--- config.mk ---
export PLATFORM = sky130hd
export DESIGN_NAME = fg_speed_discriminator
export DESIGN_NICKNAME = d
export VERILOG_FILES = /design/src/rtl/fgd_pkg.sv /design/src/rtl/fgd_edge_sync.sv /design/src/rtl/fgd_prescaler.sv /design/src/rtl/fgd_period_counter.sv /design/src/rtl/fgd_judge.sv /design/src/rtl/fg_speed_discriminator.sv
export SDC_FILE = /design/constraint.sdc
export NUM_CORES = 1
export LEC_CHECK = 0
export ABC_AREA = 1
export BUFFER_PORTS_ARGS = -buffer_cell sky130_fd_sc_hd__buf_4
export CORE_ASPECT_RATIO = 1.25
export CORE_MARGIN = 5
export CORE_UTILIZATION = 45
export DETAILED_ROUTE_END_ITERATION = 10
export PLACE_DENSITY = 0.71
export SYNTH_ARGS = -nofsm -noshare
export SYNTH_HDL_FRONTEND = slang
export SYNTH_HIERARCHICAL = 1
export SYNTH_SLANG_ARGS = --single-unit
--- constraint.sdc ---
create_clock -name clk -period 5.5 [get_ports clk]
set_input_delay 0.825 -clock clk [delete_from_list [all_inputs] [get_ports clk]]
set_output_delay 0.825 -clock clk [all_outputs]
set_load 0.02 [all_outputs]
--- src/rtl/fgd_pkg.sv ---
package fgd_pkg;

  // Position within the two-period decision cycle
  typedef enum logic [1:0] {
    PH_IDLE = 2'd0,  // no edge seen since reset
    PH_HALF = 2'd1,  // one period of the pair running
    PH_FULL = 2'd2   // next edge closes the pair and decides
  } phase_e;

  typedef struct packed {
    logic accel;
    logic locked;
  } verdict_t;

endpackage

--- src/rtl/fgd_edge_sync.sv ---
module fgd_edge_sync #(
  parameter int STAGES = 2
) (
  input  logic clk,
  input  logic rst,
  input  logic din,
  output logic rise
);

  logic [STAGES-1:0] sync_q;
  logic              last_q;

  always_ff @(posedge clk) begin
    if (rst) begin
      sync_q <= '0;
      last_q <= 1'b0;
    end else begin
      sync_q <= {sync_q[STAGES-2:0], din};
      last_q <= sync_q[STAGES-1];
    end
  end

  assign rise = sync_q[STAGES-1] & ~last_q;

endmodule

--- src/rtl/fgd_prescaler.sv ---
module fgd_prescaler #(
  parameter int DIV = 16
) (
  input  logic clk,
  input  logic rst,
  output logic tick
);

  generate
    if (DIV <= 1) begin : g_pass
      assign tick = 1'b1;
    end else begin : g_div
      localparam int PW = $clog2(DIV);
      localparam logic [PW-1:0] LAST = PW'(DIV - 1);
      logic [PW-1:0] cnt_q;

      always_ff @(posedge clk) begin
        if (rst || cnt_q == LAST) cnt_q <= '0;
        else                      cnt_q <= cnt_q + 1'b1;
      end

      assign tick = (cnt_q == LAST);
    end
  endgenerate

endmodule

--- src/rtl/fgd_period_counter.sv ---
module fgd_period_counter #(
  parameter int CNT_W = 10
) (
  input  logic             clk,
  input  logic             rst,
  input  logic             tick,
  input  logic             restart,
  output logic [CNT_W-1:0] meas
);

  localparam logic [CNT_W-1:0] TOP = {CNT_W{1'b1}};

  logic [CNT_W-1:0] cnt_q;
  logic [CNT_W:0]   sum;

  // Count including a tick that lands in the closing cycle, clamped at TOP
  always_comb begin
    sum  = {1'b0, cnt_q} + {{CNT_W{1'b0}}, tick};
    meas = sum[CNT_W] ? TOP : sum[CNT_W-1:0];
  end

  always_ff @(posedge clk) begin
    if (rst || restart) cnt_q <= '0;
    else                cnt_q <= meas;
  end

endmodule

--- src/rtl/fgd_judge.sv ---
module fgd_judge
  import fgd_pkg::*;
#(
  parameter int CNT_W   = 10,
  parameter int NOMINAL = 512,
  parameter int WIN     = 32
) (
  input  logic             clk,
  input  logic             rst,
  input  logic             edge_in,
  input  logic [CNT_W-1:0] meas,
  output logic             dout,
  output logic             ld_n,
  output logic             err_valid
);

  localparam logic [CNT_W-1:0] TOP   = {CNT_W{1'b1}};
  localparam logic [CNT_W-1:0] NOM_C = CNT_W'(NOMINAL);
  localparam logic [CNT_W-1:0] LO_C  = CNT_W'(NOMINAL - WIN);
  localparam logic [CNT_W-1:0] HI_C  = CNT_W'(NOMINAL + WIN);

  phase_e   ph_q;
  verdict_t vd;

  always_comb begin
    vd.accel  = (meas > NOM_C) || (meas == TOP);
    vd.locked = (meas >= LO_C) && (meas <= HI_C) && (meas != TOP);
  end

  always_ff @(posedge clk) begin
    if (rst) begin
      ph_q      <= PH_IDLE;
      dout      <= 1'b0;
      ld_n      <= 1'b1;
      err_valid <= 1'b0;
    end else begin
      err_valid <= 1'b0;
      if (edge_in) begin
        case (ph_q)
          PH_IDLE: ph_q <= PH_HALF;
          PH_HALF: ph_q <= PH_FULL;
          PH_FULL: begin
            ph_q      <= PH_HALF;
            dout      <= vd.accel;
            ld_n      <= ~vd.locked;
            err_valid <= 1'b1;
          end
          default: ph_q <= PH_IDLE;
        endcase
      end
    end
  end

endmodule

--- src/rtl/fg_speed_discriminator.sv ---
module fg_speed_discriminator #(
  parameter int DIV         = 16,
  parameter int NOMINAL     = 512,
  parameter int CNT_W       = 10,
  parameter int WIN_SHIFT   = 4,
  parameter int SYNC_STAGES = 2
) (
  input  logic clk,
  input  logic rst,
  input  logic fg,
  output logic dout,
  output logic err_valid,
  output logic ld_n
);

  localparam int WIN = NOMINAL >> WIN_SHIFT;

  logic             fg_rise;
  logic             tick;
  logic [CNT_W-1:0] meas;

  fgd_edge_sync #(.STAGES(SYNC_STAGES)) sync_i (
    .clk (clk),
    .rst (rst),
    .din (fg),
    .rise(fg_rise)
  );

  fgd_prescaler #(.DIV(DIV)) pre_i (
    .clk (clk),
    .rst (rst),
    .tick(tick)
  );

  fgd_period_counter #(.CNT_W(CNT_W)) cnt_i (
    .clk    (clk),
    .rst    (rst),
    .tick   (tick),
    .restart(fg_rise),
    .meas   (meas)
  );

  fgd_judge #(.CNT_W(CNT_W), .NOMINAL(NOMINAL), .WIN(WIN)) judge_i (
    .clk      (clk),
    .rst      (rst),
    .edge_in  (fg_rise),
    .meas     (meas),
    .dout     (dout),
    .ld_n     (ld_n),
    .err_valid(err_valid)
  );

endmodule

=== Yosys cells after proc, flatten, opt, wreduce, memory -nomap -nowiden ===
Index checks and enable logic that the tools add are counted.

* Reductions and logical operators: 9
* $add $sub $neg: 2
* Bitwise logic cells: 4
* Muxes and demuxes: 3
* Shift operators: 0
* $mul: 0
* Order comparisons: 3
* Equal/unequal tests: 5
* Divide/modulo/power cells: 0

{| class="wikitable"
|+ Operators by type and width
! kind !! number
|-
| $add A10 B1 Y11 || 1
|-
| $eq A10 B10 Y1 const B || 1
|-
| $ge A10 B9 Y1 const B || 1
|-
| $gt A10 B10 Y1 const B || 1
|-
| $le A10 B10 Y1 const B || 1
|-
| $mux W10 || 1
|-
| $ne A10 B10 Y1 const B || 1
|-
| $add A4 B1 Y4 const B || 1
|-
| $eq A4 B4 Y1 const B || 1
|-
| $pmux W2 S2 || 1
|-
| $reduce_or A2 Y1 || 2
|-
| $logic_or A1 B1 Y1 || 3
|-
| $not A1 Y1 || 3
|-
| $eq A2 B1 Y1 const B || 1
|-
| $eq A2 B2 Y1 const B || 1
|-
| $logic_and A1 B1 Y1 || 2
|-
| $logic_not A2 Y1 || 1
|-
| $reduce_and A2 Y1 || 1
|-
| $and A1 B1 Y1 || 1
|-
| $mux W1 || 1
|}

* Bits in latches: 0
* Output and inout port bits: 3
* ROM bits: 0
* Input port bits: 3
* Logic and storage cells: 34
* Memories: 0
* Register bits: 22
* Bits in writable memories: 0

=== Longest topological paths before layout ===
* Depth in word-level cells: 7
* Mapped depth: 16
* Mapped depth without buffers: 16

=== Cells and area by module ===
Netlist, hierarchy kept.

{| class="wikitable"
|+ Modules (own cells, without submodules)
! module !! area each (µm²) !! seq. area each (µm²) !! cells each !! times used
|-
| fgd_period_counter || 574.3 || 200.2 || 81 || 1
|-
| fgd_judge || 251.5 || 100.1 || 39 || 1
|-
| fgd_prescaler || 160.2 || 80.1 || 18 || 1
|-
| fgd_edge_sync || 86.3 || 60.1 || 10 || 1
|}

=== Worst setup path after synthesis ===
OpenSTA, ideal clock, no wires.

* Path kind: flip-flop to flip-flop
* Start: register pre_i.g_div.cnt_q[0]
* End: register judge_i.ld_n
* Buffers on the path: 1
* Library setup time: 0.115 ns
* Setup slack: 3.445 ns
* Data arrival time: 1.941 ns
* Period minus slack after synthesis: 2.055 ns
* Cell stages (with the launch flop): 16
* Required time: 5.385 ns
* Path through: dfxtp_1 -> ha_1 -> nand2_2 -> nor2_1 -> ha_1 -> ha_1 -> nand2_2 -> nor2_4 -> nand2_4 -> buf_6 -> nand2_1 -> or2_1 -> o21ai_1 -> nand2_1 -> nand2_1 -> nand2_1

* Word-level cells in the longest chain between the ends: 7
* Elaborated cells on any way between the ends: 9
* Classes of those cells: 1 x add/sub; 2 x order compare; 2 x eq/ne; 1 x mux; 1 x bitwise; 2 x reduce/logical

{| class="wikitable"
|+ RTL lines
! what !! line !! source
|-
| start, declared || fgd_prescaler.sv:15 || <nowiki>logic [PW-1:0] cnt_q;</nowiki>
|-
| start signal, assigned || fgd_prescaler.sv:19 || <nowiki>else cnt_q <= cnt_q + 1'b1;</nowiki>
|-
| $eq A4 B4 Y1 * || fgd_prescaler.sv:22 || <nowiki>assign tick = (cnt_q == LAST);</nowiki>
|-
| named net tick || fg_speed_discriminator.sv:19 || <nowiki>logic tick;</nowiki>
|-
| $add A10 B1 Y11 * || fgd_period_counter.sv:18 || <nowiki>sum = {1'b0, cnt_q} + {{CNT_W{1'b0}}, tick};</nowiki>
|-
| $mux W10 * || fgd_period_counter.sv:19 || <nowiki>meas = sum[CNT_W] ? TOP : sum[CNT_W-1:0];</nowiki>
|-
| named net meas[0] || fg_speed_discriminator.sv:20 || <nowiki>logic [CNT_W-1:0] meas;</nowiki>
|-
| $ge A10 B9 Y1 / $le A10 B10 Y1 (equally long branches) || fgd_judge.sv:27 || <nowiki>vd.locked = (meas >= LO_C) && (meas <= HI_C) && (meas != TOP);</nowiki>
|-
| $logic_and A1 B1 Y1 || fgd_judge.sv:27 ||
|-
| $logic_and A1 B1 Y1 * || fgd_judge.sv:27 ||
|-
| $not A1 Y1 * || fgd_judge.sv:45 || <nowiki>ld_n <= ~vd.locked;</nowiki>
|-
| end signal, assigned || fgd_judge.sv:45 ||
|-
| end, declared || fgd_judge.sv:13 || <nowiki>output logic ld_n,</nowiki>
|}

The timed path passes the listed nets; every way through them passes the cells marked *.
A chain may end at the register's enable or synchronous reset.

=== Final worst setup path ===
* Start: register pre_i.g_div.cnt_q[0]
* End: register judge_i.dout

* Word-level cells in the longest chain between the ends: 5
* Elaborated cells on any way between the ends: 6
* Classes of those cells: 1 x add/sub; 1 x order compare; 2 x eq/ne; 1 x mux; 1 x reduce/logical

{| class="wikitable"
|+ RTL lines
! what !! line !! source
|-
| $eq A4 B4 Y1 * || fgd_prescaler.sv:22 ||
|-
| named net tick || fg_speed_discriminator.sv:19 ||
|-
| $add A10 B1 Y11 * || fgd_period_counter.sv:18 ||
|-
| $mux W10 * || fgd_period_counter.sv:19 ||
|-
| named net meas[7] || fg_speed_discriminator.sv:20 ||
|-
| $gt A10 B10 Y1 / $eq A10 B10 Y1 (equally long branches) || fgd_judge.sv:26 || <nowiki>vd.accel = (meas > NOM_C) || (meas == TOP);</nowiki>
|-
| $logic_or A1 B1 Y1 * || fgd_judge.sv:26 ||
|-
| end signal, assigned || fgd_judge.sv:44 || <nowiki>dout <= vd.accel;</nowiki>
|-
| end, declared || fgd_judge.sv:12 || <nowiki>output logic dout,</nowiki>
|}

Marked as above.

==> reports/metrics.yaml <==
cts_buffer_depth: 2
cts_sinks: 22
yosys.area.top_type: "dfxtp_1"
numCtsBuffers: 3
ioPinCount: 6
cts_setup_buffers: 0
drc_errors: 0
drive_above_1_share_pct: 15.4
rrSetupSlack_ns: 3.26
hold_path.startpoint: "sync_i/sync_q[0]$_SDFF_PP0_"
cap_violations: 0
overflow: 0
ys_types: 26
endpoint_kind: "register"
setup-violations-final: 0
drt-initial-drc-count: 11
layout_min_cycle_time_ns: 2.24
grt_pass1_vias: 775
status: "complete, no violations"
hold_depth: 2
stdcell_count: 187
r2r-start: "pre_i/g_div.cnt_q[0]$_SDFF_PP0_"
setup_tns_ns: 0
crit_required_ns: 5.75
whs_endpoint: "sync_i/sync_q[1]$_SDFF_PP0_"
rsz0062_at_grt: "false"
avgSynthCellArea_um2: 7.25
final_antenna_net_count: 0
worstMarginPinSlew_ns: 0.337
power.density_nw_per_um2: 253
yosysWarnings: 6
netlist_area_um2: 1070
core_area_um2: 2230
hold_viol: 0
drv_slew: 0
synth_cells: 148
cts_tree: "yes"
grt_antenna_before_repair: 0
period_share_pct: 40.7
track_usage_pct: 11.4
start_util_pct: 48.0
num_vias: 856
dr.pass1.iters: 5
wl_per_cell_um: 9.20
grt_max_degree: 14
antenna_cells: 0
htreeDepth: 1
fillerInstances: 229
r2r_cells: 15
num-nets-final: 163
place_congestion: 0.769
place_hpwl_mm: 1.36
ctsResizeCount: 0
wl_mm: 1.72
die_x_um: 53.7
insertion_delay_ns: 0.31
syn_nets: 154
cts_root_buf: "clkbuf_4"
clock.fmax_ghz: 0.447
reg2reg_to: "judge_i/dout$_SDFFE_PP0P_"
power.leakage_uw: 0.000562
avgViaCountPerCell: 4.58
seqCellArea_um2: 440
relSlewSlack_pct: 77.5
min_path_type: "reg -> reg"
hold_buffers: 0
clkTransAtPathRegs_ns: 0.13
rows: 19
numPortBuffers: 5
multiInputGateArea_um2: 523
ys_seq_area_share_pct: 41.1
placed_cells: 183
grt_pass1_wl_mm: 3.03
crit_fanout: 13
cp-start-kind: "register"
area_delta_synth_final_pct: 11.0
synth-seq-cells: 22
yosys-top-cells-area: "dfxtp_1, nand2_1, inv_1"
dieArea_um2: 3470
yosysTopAreaCellShare_pct: 41.1
arrival_ns: 2.49
fp.dieH_um: 64.6
fin_skew_ns: 0.00714
peakVddDrop_uv: 206
worstSetupPathType: "reg -> reg"
==> state kept, by name (all words and copies together), names as in the netlist <==
signal and cells:
cnt_i/cnt_q 10, pre_i/g_div.cnt_q 4, judge_i/ph_q 2, sync_i/sync_q 2
judge_i/dout 1, judge_i/err_valid 1, judge_i/ld_n 1, sync_i/last_q 1
==> power breakdown <==
part	leakage, uW	switching [uW]	internal (uW)
registers	0.000179	2.53	163
clock network	0.0000279	49.7	73.7
logic	0.000356	7.11	4.53
total	0.000562	59.3	241
==> metal layers <==
| layer | GRT usage [%] | vias to the layer above | share of wire (%) |
|---|---|---|---|
| met5 | 0 | - | 0 |
| met4 | 5.75 | 0 | 1.6 |
| met3 | 2.75 | 4 | 2.4 |
| met2 | 18.6 | 13 | 47 |
| met1 | 13.6 | 367 | 49 |
| li1 | - | 472 | - |
==> cells in the mapped netlist (all sizes together) <==
master / count
nor2: 27
a21oi: 12
or2: 1
a211oi: 1
a31oi: 1
ha: 3
nand3b: 2
o21ai: 3
inv: 26
nand2: 35
nand4: 1
o21bai: 2
xor2: 2
xnor2: 1
dfxtp: 22
nand3: 7
buf: 1
nor3b: 1
==> metrics by stage <==
step                instance area [um^2]  hold slack, ns  util [%]  power, uW  setup WS, ns
CTS                                 1190           0.420      53.2        304          3.25
detailed placement                  1140           0.403      50.9        181          3.26
global route                        1190           0.440      53.2        313          3.00
finish                              1190           0.417      53.2        301          3.26
floorplan                           1070           0.388         -        176          3.44
global placement                    1140           0.393      50.9        180          3.35
==> cell type report <==
| cell class | count | area share, % |
|---|---|---|
| Multi-Input combinational cell | 99 | 44.0 |
| Sequential cell | 22 | 37.0 |
| Inverter | 26 | 8.20 |
| Tap cell | 31 | 3.26 |
| Timing Repair Buffer | 5 | 3.15 |
| Clock inverter | 1 | 2.52 |
| Clock buffer | 3 | 1.89 |
==> critical path, cell delays in order (launching register included) <==
cell and delay [ns]:
dfxtp_1 0.40, ha_1 0.20, nand2_2 0.07, nor2_1 0.10, ha_1 0.21, ha_1 0.22, nand2_2 0.09, nor2_4 0.18
nand2_4 0.14, nand3_1 0.16, nor2_1 0.06, nand2_1 0.08, nor2_1 0.05, nand2_1 0.07, nand2_1 0.05, a21oi_1 0.11
==> worst max-delay path by stage <==
stage / from / to / slack, ns / cells after the start
finish: pre_i/g_div.cnt_q[0]$_SDFF_PP0_ / judge_i/dout$_SDFFE_PP0P_ / 3.26 / 15
global route: pre_i/g_div.cnt_q[0]$_SDFF_PP0_ / judge_i/ld_n$_SDFFE_PP1P_ / 3.00 / 16
CTS: pre_i/g_div.cnt_q[0]$_SDFF_PP0_ / judge_i/dout$_SDFFE_PP0P_ / 3.25 / 15
detailed placement: pre_i/g_div.cnt_q[0]$_SDFF_PP0_ / judge_i/ld_n$_SDFFE_PP1P_ / 3.26 / 14
global placement: pre_i/g_div.cnt_q[0]$_SDFF_PP0_ / judge_i/ld_n$_SDFFE_PP1P_ / 3.35 / 14
floorplan: pre_i/g_div.cnt_q[0]$_SDFF_PP0_ / judge_i/ld_n$_SDFFE_PP1P_ / 3.44 / 15
==> kinds of logic (layout without fill, tap and decap cells) <==
logic type / count (synthesis) / count (layout) / synth area share [%]
adder cells (fa/ha/maj): 3 / 3 / 3.50
AO/OA/AOI/OAI: 19 / 19 / 11.8
buffers and inverters: 27 / 35 / 10.2
AND/OR/NAND/NOR: 74 / 74 / 31.0
flip-flops: 22 / 22 / 41.1
XOR/XNOR: 3 / 3 / 2.45
==> placed cells by master (no fill, tap or decap) <==
cell type / netlist / final
nand2_1: 31 / 31
inv_1: 25 / 25
nor2_1: 23 / 23
dfxtp_1: 22 / 22
nand3_1: 7 / 7
a21oi_1: 7 / 7
a21oi_2: 5 / 5
buf_4: 0 / 5
clkbuf_4: 0 / 3
nand2_2: 3 / 3
nor2_2: 3 / 3
ha_1: 3 / 3
nand3b_1: 2 / 2
o21ai_0: 2 / 2
xor2_1: 2 / 2
bufinv_16: 0 / 1
nor2_4: 1 / 1
nand2_4: 1 / 1
xnor2_1: 1 / 1
inv_2: 1 / 1
a211oi_1: 1 / 1
or2_1: 1 / 1
o21bai_1: 1 / 1
o21ai_1: 1 / 1
a31oi_1: 1 / 1
nor3b_1: 1 / 1
o21bai_2: 1 / 1
nand4_1: 1 / 1
Power figures use the tool's default switching activity.
